**src/rtl/mdio_pkg.sv**
```systemverilog
package mdio_pkg;

  localparam int PHY_W      = 5;
  localparam int FLD_W      = 5;
  localparam int DAT_W      = 16;
  localparam int PRE_BITS   = 32;
  localparam int HDR_BITS   = 4 + PHY_W + FLD_W;
  localparam int FRAME_BITS = PRE_BITS + HDR_BITS + 2 + DAT_W;
  localparam int RDOUT_BITS = PRE_BITS + HDR_BITS;
  localparam int FLUSH_BITS = 32;
  localparam int REM_W      = $clog2(FRAME_BITS + 1);

  localparam logic [1:0] OP_SF_RD  = 2'b10;
  localparam logic [1:0] OP_SF_WR  = 2'b01;
  localparam logic [1:0] OP_EX_ADR = 2'b00;
  localparam logic [1:0] OP_EX_RD  = 2'b11;
  localparam logic [1:0] OP_EX_WR  = 2'b01;

  typedef enum logic [2:0] {
    SQ_IDLE, SQ_OUT, SQ_TA, SQ_RD, SQ_FLUSH, SQ_TAIL
  } seq_st_e;

  typedef enum logic [1:0] {
    TM_IDLE, TM_LOW, TM_HIGH
  } tim_st_e;

  // Whole driven frame: preamble, start, opcode, two address fields,
  // turnaround and data. Shifted out from the MSB.
  function automatic logic [FRAME_BITS-1:0] build_frame(
    input logic             ext,
    input logic [1:0]       op,
    input logic [PHY_W-1:0] phy,
    input logic [FLD_W-1:0] fld,
    input logic [DAT_W-1:0] dat
  );
    return {{PRE_BITS{1'b1}}, 1'b0, ~ext, op, phy, fld, 2'b10, dat};
  endfunction

endpackage

```
**src/rtl/mdio_sync.sv**
```systemverilog
module mdio_sync #(
  parameter int   STAGES  = 2,
  parameter logic RST_VAL = 1'b1
) (
  input  logic clk,
  input  logic rst_n,
  input  logic d,
  output logic q
);

  logic [STAGES-1:0] chain_q;

  generate
    for (genvar g = 0; g < STAGES; g++) begin : g_stage
      if (g == 0) begin : g_first
        always_ff @(posedge clk or negedge rst_n) begin
          if (!rst_n) chain_q[0] <= RST_VAL;
          else        chain_q[0] <= d;
        end
      end else begin : g_next
        always_ff @(posedge clk or negedge rst_n) begin
          if (!rst_n) chain_q[g] <= RST_VAL;
          else        chain_q[g] <= chain_q[g-1];
        end
      end
    end
  endgenerate

  assign q = chain_q[STAGES-1];

endmodule

```
**src/rtl/mdio_bit_timer.sv**
```systemverilog
module mdio_bit_timer
  import mdio_pkg::*;
#(
  parameter int HALF_DIV = 50,
  parameter int RD_HIGH  = 70
) (
  input  logic clk,
  input  logic rst_n,
  input  logic bit_go,
  input  logic bit_long,
  output logic mdc,
  output logic bit_end
);

  localparam int MAXC = (RD_HIGH > HALF_DIV) ? RD_HIGH : HALF_DIV;
  localparam int CW   = $clog2(MAXC + 1);
  localparam logic [CW-1:0] LO_LIM = CW'(HALF_DIV - 1);
  localparam logic [CW-1:0] HS_LIM = CW'(HALF_DIV - 1);
  localparam logic [CW-1:0] HL_LIM = CW'(RD_HIGH - 1);

  tim_st_e       st_q, st_d;
  logic [CW-1:0] cnt_q, cnt_d;
  logic          long_q, long_d;
  logic          mdc_q, mdc_d;
  logic          end_q, end_d;
  logic [CW-1:0] hi_lim;

  assign hi_lim = long_q ? HL_LIM : HS_LIM;

  always_comb begin
    st_d   = st_q;
    cnt_d  = cnt_q;
    long_d = long_q;
    mdc_d  = mdc_q;
    end_d  = 1'b0;
    case (st_q)
      TM_IDLE: begin
        if (bit_go) begin
          st_d   = TM_LOW;
          cnt_d  = '0;
          long_d = bit_long;
        end
      end
      TM_LOW: begin
        if (cnt_q == LO_LIM) begin
          st_d  = TM_HIGH;
          cnt_d = '0;
          mdc_d = 1'b1;
        end else begin
          cnt_d = cnt_q + 1'b1;
        end
      end
      TM_HIGH: begin
        if (cnt_q == hi_lim) begin
          st_d  = TM_IDLE;
          cnt_d = '0;
          mdc_d = 1'b0;
          end_d = 1'b1;
        end else begin
          cnt_d = cnt_q + 1'b1;
        end
      end
      default: st_d = TM_IDLE;
    endcase
  end

  always_ff @(posedge clk or negedge rst_n) begin
    if (!rst_n) begin
      st_q   <= TM_IDLE;
      cnt_q  <= '0;
      long_q <= 1'b0;
      mdc_q  <= 1'b0;
      end_q  <= 1'b0;
    end else begin
      st_q   <= st_d;
      cnt_q  <= cnt_d;
      long_q <= long_d;
      mdc_q  <= mdc_d;
      end_q  <= end_d;
    end
  end

  assign mdc     = mdc_q;
  assign bit_end = end_q;

  // Checker: length of each high phase of the management clock.
  logic [CW:0] hi_run_q;
  always_ff @(posedge clk or negedge rst_n) begin
    if (!rst_n)     hi_run_q <= '0;
    else if (mdc_q) hi_run_q <= hi_run_q + 1'b1;
    else            hi_run_q <= '0;
  end

  AST_HIGH_LEN: assert property (@(posedge clk) disable iff (!rst_n)
    $fell(mdc_q) |-> (hi_run_q == (CW+1)'(HALF_DIV) || hi_run_q == (CW+1)'(RD_HIGH)));
  AST_GO_WHEN_IDLE: assert property (@(posedge clk) disable iff (!rst_n)
    bit_go |-> (st_q == TM_IDLE && !mdc_q));
  AST_END_LOW: assert property (@(posedge clk) disable iff (!rst_n)
    bit_end |-> !mdc);

endmodule

```
**src/rtl/mdio_frame_seq.sv**
```systemverilog
module mdio_frame_seq
  import mdio_pkg::*;
(
  input  logic             clk,
  input  logic             rst_n,
  input  logic             cmd_start,
  input  logic             cmd_write,
  input  logic             cmd_c45,
  input  logic [PHY_W-1:0] cmd_phy,
  input  logic [FLD_W-1:0] cmd_dev,
  input  logic [DAT_W-1:0] cmd_addr,
  input  logic [DAT_W-1:0] cmd_wdata,
  input  logic [31:0]      ta_mask,
  input  logic             bit_end,
  input  logic             din,
  output logic             bit_go,
  output logic             bit_long,
  output logic             mdo,
  output logic             mdo_en,
  output logic             busy,
  output logic             done,
  output logic [DAT_W-1:0] rd_data,
  output logic             ta_err
);

  seq_st_e               st_q, st_d;
  logic [FRAME_BITS-1:0] tx_q, tx_d;
  logic [REM_W-1:0]      rem_q, rem_d;
  logic [DAT_W-1:0]      rx_q, rx_d;
  logic                  go_q, go_d;
  logic                  long_q, long_d;
  logic                  oe_q, oe_d;
  logic                  aph_q, aph_d;
  logic                  rfr_q, rfr_d;
  logic                  wr_q, wr_d;
  logic [PHY_W-1:0]      phy_q, phy_d;
  logic [FLD_W-1:0]      dev_q, dev_d;
  logic [DAT_W-1:0]      wd_q, wd_d;
  logic                  done_q, done_d;
  logic [DAT_W-1:0]      rdat_q, rdat_d;
  logic                  err_q, err_d;
  logic                  ta_ok;

  assign ta_ok = (din == 1'b0) || ta_mask[phy_q];

  always_comb begin
    st_d   = st_q;
    tx_d   = tx_q;
    rem_d  = rem_q;
    rx_d   = rx_q;
    go_d   = 1'b0;
    long_d = long_q;
    oe_d   = oe_q;
    aph_d  = aph_q;
    rfr_d  = rfr_q;
    wr_d   = wr_q;
    phy_d  = phy_q;
    dev_d  = dev_q;
    wd_d   = wd_q;
    done_d = 1'b0;
    rdat_d = rdat_q;
    err_d  = err_q;
    case (st_q)
      SQ_IDLE: begin
        if (cmd_start) begin
          wr_d   = cmd_write;
          phy_d  = cmd_phy;
          dev_d  = cmd_dev;
          wd_d   = cmd_wdata;
          err_d  = 1'b0;
          aph_d  = cmd_c45;
          oe_d   = 1'b1;
          go_d   = 1'b1;
          long_d = 1'b0;
          st_d   = SQ_OUT;
          if (cmd_c45) begin
            tx_d  = build_frame(1'b1, OP_EX_ADR, cmd_phy, cmd_dev, cmd_addr);
            rfr_d = 1'b0;
            rem_d = REM_W'(FRAME_BITS);
          end else begin
            tx_d  = build_frame(1'b0, cmd_write ? OP_SF_WR : OP_SF_RD,
                                cmd_phy, cmd_dev, cmd_wdata);
            rfr_d = !cmd_write;
            rem_d = cmd_write ? REM_W'(FRAME_BITS) : REM_W'(RDOUT_BITS);
          end
        end
      end
      SQ_OUT: begin
        if (bit_end) begin
          go_d = 1'b1;
          if (rem_q == REM_W'(1)) begin
            oe_d   = 1'b0;
            long_d = 1'b1;
            st_d   = rfr_q ? SQ_TA : SQ_TAIL;
          end else begin
            rem_d  = rem_q - 1'b1;
            tx_d   = {tx_q[FRAME_BITS-2:0], 1'b0};
            long_d = 1'b0;
          end
        end
      end
      SQ_TA: begin
        if (bit_end) begin
          go_d   = 1'b1;
          long_d = 1'b1;
          if (ta_ok) begin
            st_d  = SQ_RD;
            rem_d = REM_W'(DAT_W);
          end else begin
            st_d  = SQ_FLUSH;
            rem_d = REM_W'(FLUSH_BITS);
          end
        end
      end
      SQ_RD: begin
        if (bit_end) begin
          rx_d   = {rx_q[DAT_W-2:0], din};
          go_d   = 1'b1;
          long_d = 1'b1;
          if (rem_q == REM_W'(1)) st_d = SQ_TAIL;
          else                    rem_d = rem_q - 1'b1;
        end
      end
      SQ_FLUSH: begin
        if (bit_end) begin
          if (rem_q == REM_W'(1)) begin
            st_d   = SQ_IDLE;
            done_d = 1'b1;
            rdat_d = '1;
            err_d  = 1'b1;
          end else begin
            rem_d  = rem_q - 1'b1;
            go_d   = 1'b1;
            long_d = 1'b1;
          end
        end
      end
      SQ_TAIL: begin
        if (bit_end) begin
          if (aph_q) begin
            aph_d  = 1'b0;
            tx_d   = build_frame(1'b1, wr_q ? OP_EX_WR : OP_EX_RD, phy_q, dev_q, wd_q);
            rfr_d  = !wr_q;
            rem_d  = wr_q ? REM_W'(FRAME_BITS) : REM_W'(RDOUT_BITS);
            oe_d   = 1'b1;
            go_d   = 1'b1;
            long_d = 1'b0;
            st_d   = SQ_OUT;
          end else begin
            st_d   = SQ_IDLE;
            done_d = 1'b1;
            if (rfr_q) rdat_d = rx_q;
          end
        end
      end
      default: st_d = SQ_IDLE;
    endcase
  end

  always_ff @(posedge clk or negedge rst_n) begin
    if (!rst_n) begin
      st_q   <= SQ_IDLE;
      tx_q   <= '0;
      rem_q  <= '0;
      rx_q   <= '0;
      go_q   <= 1'b0;
      long_q <= 1'b0;
      oe_q   <= 1'b0;
      aph_q  <= 1'b0;
      rfr_q  <= 1'b0;
      wr_q   <= 1'b0;
      phy_q  <= '0;
      dev_q  <= '0;
      wd_q   <= '0;
      done_q <= 1'b0;
      rdat_q <= '0;
      err_q  <= 1'b0;
    end else begin
      st_q   <= st_d;
      tx_q   <= tx_d;
      rem_q  <= rem_d;
      rx_q   <= rx_d;
      go_q   <= go_d;
      long_q <= long_d;
      oe_q   <= oe_d;
      aph_q  <= aph_d;
      rfr_q  <= rfr_d;
      wr_q   <= wr_d;
      phy_q  <= phy_d;
      dev_q  <= dev_d;
      wd_q   <= wd_d;
      done_q <= done_d;
      rdat_q <= rdat_d;
      err_q  <= err_d;
    end
  end

  assign bit_go   = go_q;
  assign bit_long = long_q;
  assign mdo      = tx_q[FRAME_BITS-1];
  assign mdo_en   = oe_q;
  assign busy     = (st_q != SQ_IDLE);
  assign done     = done_q;
  assign rd_data  = rdat_q;
  assign ta_err   = err_q;

  AST_READ_RELEASED: assert property (@(posedge clk) disable iff (!rst_n)
    (st_q == SQ_TA || st_q == SQ_RD || st_q == SQ_FLUSH) |-> !oe_q);
  AST_DONE_PULSE: assert property (@(posedge clk) disable iff (!rst_n)
    done_q |=> !done_q);
  AST_DONE_IDLE: assert property (@(posedge clk) disable iff (!rst_n)
    done_q |-> (st_q == SQ_IDLE));
  AST_ERR_ONES: assert property (@(posedge clk) disable iff (!rst_n)
    (done_q && err_q) |-> (rdat_q == '1));
  AST_BUSY_IGNORES_START: assert property (@(posedge clk) disable iff (!rst_n)
    (busy && cmd_start) |=> ($stable(phy_q) && $stable(wr_q) && $stable(dev_q)));

endmodule

```
**src/rtl/mdio_master.sv**
```systemverilog
module mdio_master
  import mdio_pkg::*;
#(
  parameter int HALF_DIV    = 50,
  parameter int RD_HIGH     = 70,
  parameter int SYNC_STAGES = 2
) (
  input  logic        clk,
  input  logic        rst_n,
  input  logic        cmd_start,
  input  logic        cmd_write,
  input  logic        cmd_c45,
  input  logic [4:0]  cmd_phy,
  input  logic [4:0]  cmd_dev,
  input  logic [15:0] cmd_addr,
  input  logic [15:0] cmd_wdata,
  input  logic [31:0] ta_mask,
  output logic        busy,
  output logic        done,
  output logic [15:0] rd_data,
  output logic        ta_err,
  output logic        mdc,
  output logic        mdio_o,
  output logic        mdio_oe,
  input  logic        mdio_i
);

  logic din_s;
  logic bit_go;
  logic bit_long;
  logic bit_end;

  mdio_sync #(.STAGES(SYNC_STAGES), .RST_VAL(1'b1)) u_sync (
    .clk   (clk),
    .rst_n (rst_n),
    .d     (mdio_i),
    .q     (din_s)
  );

  mdio_bit_timer #(.HALF_DIV(HALF_DIV), .RD_HIGH(RD_HIGH)) u_timer (
    .clk      (clk),
    .rst_n    (rst_n),
    .bit_go   (bit_go),
    .bit_long (bit_long),
    .mdc      (mdc),
    .bit_end  (bit_end)
  );

  mdio_frame_seq u_seq (
    .clk       (clk),
    .rst_n     (rst_n),
    .cmd_start (cmd_start),
    .cmd_write (cmd_write),
    .cmd_c45   (cmd_c45),
    .cmd_phy   (cmd_phy),
    .cmd_dev   (cmd_dev),
    .cmd_addr  (cmd_addr),
    .cmd_wdata (cmd_wdata),
    .ta_mask   (ta_mask),
    .bit_end   (bit_end),
    .din       (din_s),
    .bit_go    (bit_go),
    .bit_long  (bit_long),
    .mdo       (mdio_o),
    .mdo_en    (mdio_oe),
    .busy      (busy),
    .done      (done),
    .rd_data   (rd_data),
    .ta_err    (ta_err)
  );

  AST_PAD_STABLE_HIGH: assert property (@(posedge clk) disable iff (!rst_n)
    (mdc && $past(mdc)) |-> ($stable(mdio_o) && $stable(mdio_oe)));
  AST_IDLE_QUIET: assert property (@(posedge clk) disable iff (!rst_n)
    !busy |-> (!mdc && !mdio_oe));

endmodule

```
**config.mk**
```make
export PLATFORM = sky130hd
export DESIGN_NAME = mdio_master
export DESIGN_NICKNAME = d
export VERILOG_FILES = /design/src/rtl/mdio_pkg.sv /design/src/rtl/mdio_sync.sv /design/src/rtl/mdio_bit_timer.sv /design/src/rtl/mdio_frame_seq.sv /design/src/rtl/mdio_master.sv
export SDC_FILE = /design/constraint.sdc
export NUM_CORES = 1
export LEC_CHECK = 0
export ABC_AREA = 0
export BUFFER_PORTS_ARGS = -buffer_cell sky130_fd_sc_hd__buf_4
export CAP_MARGIN = 20
export CORE_MARGIN = 1
export CORE_UTILIZATION = 58
export DETAILED_ROUTE_END_ITERATION = 8
export PLACE_DENSITY = 0.9
export SETUP_SLACK_MARGIN = 0.15
export SLEW_MARGIN = 20
export SYNTH_ARGS = -nofsm -noshare
export SYNTH_HDL_FRONTEND = slang
export SYNTH_SLANG_ARGS = --single-unit
```
**constraint.sdc**
```tcl
create_clock -name clk -period 2.2 [get_ports clk]
set_input_delay 0.11 -clock clk [delete_from_list [all_inputs] [get_ports clk]]
set_output_delay 0.11 -clock clk [all_outputs]
set_load 0.05 [all_outputs]
```
After elaboration in Yosys (flattened, before gate mapping)
Cells that the tools add are included.

Flip-flop bits (word level): 154. Bits of input ports: 80. Output and inout bits: 22. Logic and storage cells: 181.

$add $sub $neg: 2. Magnitude comparators: 1. Equality and inequality tests: 30. Multiplexer cells: 92. Bitwise logic cells: 1. Reductions and logical operators: 32.

Operators with widths (count): $mux 64 (5); $pmux 64 s3 (1); $mux 7 (13); $mux 16 (5); $mux 1 (36); $mux 3 (11); $pmux 16 s2 (1); $mux 31 (1); $pmux 7 s4 (1); $pmux 7 s3 (1); $ne 2x1->1 const B (10); $ne 2x2->1 const B (10); $pmux 3 s6 (1); $reduce_and 6->1 (3); $mux 2 (5); $pmux 1 s2 (5); $reduce_and 3->1 (3); $reduce_and 9->1 (1); $reduce_bool 3->1 (3); $reduce_and 2->1 (4); $reduce_and 4->1 (2); $reduce_and 8->1 (1); $reduce_bool 2->1 (4); $add 7x1->7 const B (1); other kinds (26) (30).

Depth between registers and ports, before layout
Word-level depth: 6. Gate-level depth with buffers: 9. Gate-level depth less buffers: 8.

Cells and area by module
A second synthesis with hierarchy kept.

Cell total of the unflattened synthesis: 716. Area total of the unflattened synthesis: 7582.3 um2.

By module, submodules not included: mdio_frame_seq (times used 1, cells an instance 642, area an instance 6789.0 um2, sequential area each 3503.4 um2); mdio_bit_timer (times used 1, cells an instance 72, area an instance 740.7 um2, sequential area each 300.3 um2); mdio_sync (times used 1, cells an instance 2, area an instance 52.6 um2, sequential area each 52.6 um2).

Worst setup path before layout
Ideal clock, no wire load.

Path type: flip-flop to flip-flop. Start: reg u_seq.st_q[2]. End: reg u_seq.rem_q[5]. Library setup time: 0.126 ns. Arrival: 1.827 ns. Required time: 2.074 ns. Setup slack: 0.247 ns. Cell stages (with the launch flop): 9. Path buffers: 2. Clock period less this slack: 1.953 ns. Cell sequence: dfrtp_1 -> buf_2 -> inv_1 -> buf_2 -> nand2_1 -> a21oi_1 -> nor2_1 -> a21boi_0 -> a221o_1.

Word-level cells in the longest chain between the ends: 4. Elaborated cells on any way between the ends: 16. Those cells by class: 11 x eq/ne; 1 x mux; 4 x reduce/logical.

RTL lines: from (decl) (line mdio_frame_seq.sv:26) `seq_st_e st_q, st_d;`; from (signal assigned) (line mdio_frame_seq.sv:179) `st_q <= st_d;`; $eq 3x1->1 (tied with other cells) (line mdio_frame_seq.sv:63) `case (st_q)`; $reduce_or 3->1 (no source line); $ne 2x2->1 (no source line) (tied with other cells); $reduce_and 7->1 (no source line); to (signal assigned) (line mdio_frame_seq.sv:181) `rem_q <= rem_d;`; to (decl) (line mdio_frame_seq.sv:28) `logic [REM_W-1:0] rem_q, rem_d;`.

Parallel ways exist; a longest one is shown, timed or not. A chain may end at the register's enable or synchronous reset.

Worst setup path in the final report
Start: reg u_seq.rem_q[1]. End: reg u_seq.rem_q[4].

Word-level cells in the longest chain between the ends: 4. Elaborated cells on any way between the ends: 7. Those cells by class: 1 x add/sub; 2 x eq/ne; 3 x mux; 1 x reduce/logical.

RTL lines: $sub 7x1->7 (line mdio_frame_seq.sv:96, mdio_frame_seq.sv:121, mdio_frame_seq.sv:132); $mux 7 (line mdio_frame_seq.sv:91, mdio_frame_seq.sv:120, mdio_frame_seq.sv:126); $mux 7 (line mdio_frame_seq.sv:125) `if (bit_end) begin`; $pmux 7 s4 (line mdio_frame_seq.sv:63).

Parallel ways exist; a longest one is shown, timed or not. The select of a mux whose other input is x is not followed.

==> results.yml <==
status:
  status: "complete, no violations"
cells_and_area:
  diodes: 0
  layout.cells.most_common: "dfrtp_1"
  final_cell_mix: "149 x dfrtp_1, 128 x buf_4, 104 x nand2_1"
  finalNetCount: 946
  drive_gt1_share_pct: 27.9
  areaGrowthSynthToFinish_pct: 25.6
critical_path:
  cp-start-kind: "register"
  ff2ff_path_depth: 8
  critical_path_class: "register to register"
  cp.required_ps: 2550
  cp_max_fo: 5
  arrival_ps: 2320
  worst_setup_path_end_kind: "register"
  rrSetupSlack_ps: 230
floorplanning:
  io_pins: 102
  die_h_um: 116
  dieArea_um2: 13400
  start_util_pct: 59.6
  die_w_um: 116
  rows: 41
  core-area_um2: 12600
synthesis:
  synth-main-ff-cell: "dfrtp_1"
  avgSynthCellArea_um2: 10.4
  synth_nets: 810
  synthArstFlopShare_pct: 100
  ys_seq_area_share_pct: 51.2
  synth_warnings: 0
  synthesis.area_um2: 7530
  ys_ff_latch: 154
  synth-edff-count: 0
  netlist-cell-type-count: 62
  syn-instance-count: 721
pwr:
  vdd_drop_max_mv: 0.881
  netSwitchingFraction_pct: 37.8
  clkPwrFrac_pct: 24.1
  p_switching_uw: 4390
  p_total_uw: 11600
  powerDensity_nw_per_um2: 1230
  power.leakage_uw: 0.00424
  internal_power_uw: 7210
  pwr-share-comb_pct: 38.1
  pwr-share-seq_pct: 37.8
cts:
  cts_sinks: 154
  htree_num_levels: 4
  clk_pin_slew_ps: 60
  cts_max_path_buffers: 2
  insertion_delay_ps: 430
  root_buffer: "clkbuf_16"
  numCtsBuffers: 17
  cts_tree: "done"
drt:
  routed_via_density: 5.97
  avgRoutedWirePerCell_um: 17.6
  firstDrtPassIters: 5
  postRouteAntennaNets: 0
  wl_mm: 18.4
  drt-initial-drc-count: 565
  vias: 6218
  post-route-drc-count: 0
timing:
  finalClockSkew_ps: 8.42
  fin_tns_setup_ps: 0
  fin_crit_ps: 1970
  setup_viol: 0
  rsz0062_at_grt: "yes"
  max-slew-margin-rel_pct: 65.7
  fin_crit_sh_pct: 89.6
  slew_violations: 0
  max_freq_ghz: 0.507
  worst_pin_slew_ps: 515
  hold_viol: 0
global_route:
  grt_pass1_wl_mm: 30.5
  use_met3_pct: 6.22
  use_met1_pct: 35.9
  grt_pass1_vias: 6262
  top_usage_layer: "met2"
  grtUsageMet2_pct: 50.9
  grt_max_degree: 58
  antenna_found_initial: 0
  grt.overflow.total: 0
  grt_use_total_pct: 29.6
place:
  gp_congestion: 0.859
  dp_hpwl_mm: 11.4
  io_buffers: 101
min_path:
  worstHoldPathType: "input port to register"
  whs_path_depth: 5
run:
  max-cap-violations: 0
through the flow:
step	cell area [um2]	setup WS, ps	utilization, %	hold slack [ps]	instances
2_1_floorplan	7530	247	-	-186	721
3_3_place_gp	8540	133	67.7	94.0	978
3_5_place_dp	8540	97.0	67.7	104	978
4_1_cts	9410	193	74.6	85.3	1040
5_1_grt	9450	71.7	74.9	138	1042
6_report	9450	228	74.9	90.8	1042
synth_stat cells, types with 6 or more instances:
library cell,n,area [um2]
dfrtp_1,152,3800
nand2_1,104,390
o21ai_0,86,430
mux2_2,59,664
nor2_1,47,176
mux2i_1,43,430
o22a_1,33,289
buf_2,24,120
inv_1,14,52.6
clkbuf_1,13,48.8
nand3_1,13,65.1
a21oi_1,12,60.1
nor2b_1,11,68.8
ha_1,9,113
buf_4,7,52.6
nand2b_1,7,43.8
a21o_1,6,45.0
kinds of logic after synthesis:
family	after synthesis	share of synthesized area, %
flip-flops	154	51.2
buffers and inverters	59	3.69
XOR/XNOR	3	0.349
multiplexers	102	14.5
AO/OA/AOI/OAI	187	16.4
AND/OR/NAND/NOR	207	12.3
adder cells (fa/ha/maj)	9	1.50
sequential cells by signal, summed over array words and instances, names as in the netlist, 2 cells and up:
signal         cells
u_timer.cnt_q      7
u_seq.tx_q        64
u_seq.dev_q        5
u_seq.wd_q        16
u_seq.rd_data     16
u_seq.rx_q        16
u_seq.rem_q        7
u_timer.st_q       2
u_seq.phy_q        5
u_seq.st_q         3
cell type report:
class                      count  area [um2]
multi-input combinational    508        3420
fill                         824        3170
clock inverter                15         145
sequential                   154        3860
clock buffer                  17         425
tap                          172         215
timing repair buffer         162        1330
inverter                      14        52.6
power by group through the flow:
stage	Combinational [uW]	Clock (uW)	Sequential, uW
floorplan	3130	0	4180
global placement	3960	0	4300
detailed placement	4110	0	4370
CTS	4250	2820	4330
global route	4870	2950	4480
finish	4420	2800	4380
routing by layer:
metal  part of all wire, %  wire length (um)
met2                    51              9440
met5                     0                 0
met3                   5.1               943
met1                    41              7470
met4                   2.8               517
critical path, stage by stage, from the launching register on:
cell	delay (ps)
dfrtp_1	350
inv_1	70
ha_1	180
nor2b_4	140
a32oi_1	220
o311ai_2	150
buf_4	180
or4_1	490
o211ai_1	100
final timing paths:
path                                              from                           end
min reg2reg                u_sync.chain_q[0]$_DFF_PN1_            u_sync.q$_DFF_PN1_
max reg2reg                 u_seq.rem_q[1]$_DFFE_PN0P_    u_seq.rem_q[4]$_DFFE_PN0P_
min                                       cmd_addr[15]    u_seq.tx_q[15]$_DFFE_PN0P_
min in group asynchronous                        rst_n  u_timer.cnt_q[3]$_DFFE_PN0P_
max in group asynchronous                        rst_n    u_seq.tx_q[27]$_DFFE_PN0P_
max                         u_seq.rem_q[1]$_DFFE_PN0P_    u_seq.rem_q[4]$_DFFE_PN0P_
repair_timing:
action / CTS / global route
setup endpoints to repair: 4 / 89
gates resized for setup: 2 / 7
buffers inserted: 1 / 2
hold endpoints to repair: 81 / 0
pin swaps: 1 / 2
hold buffers: 29 / 0
Note: power is estimated with default switching activity, not from simulation.
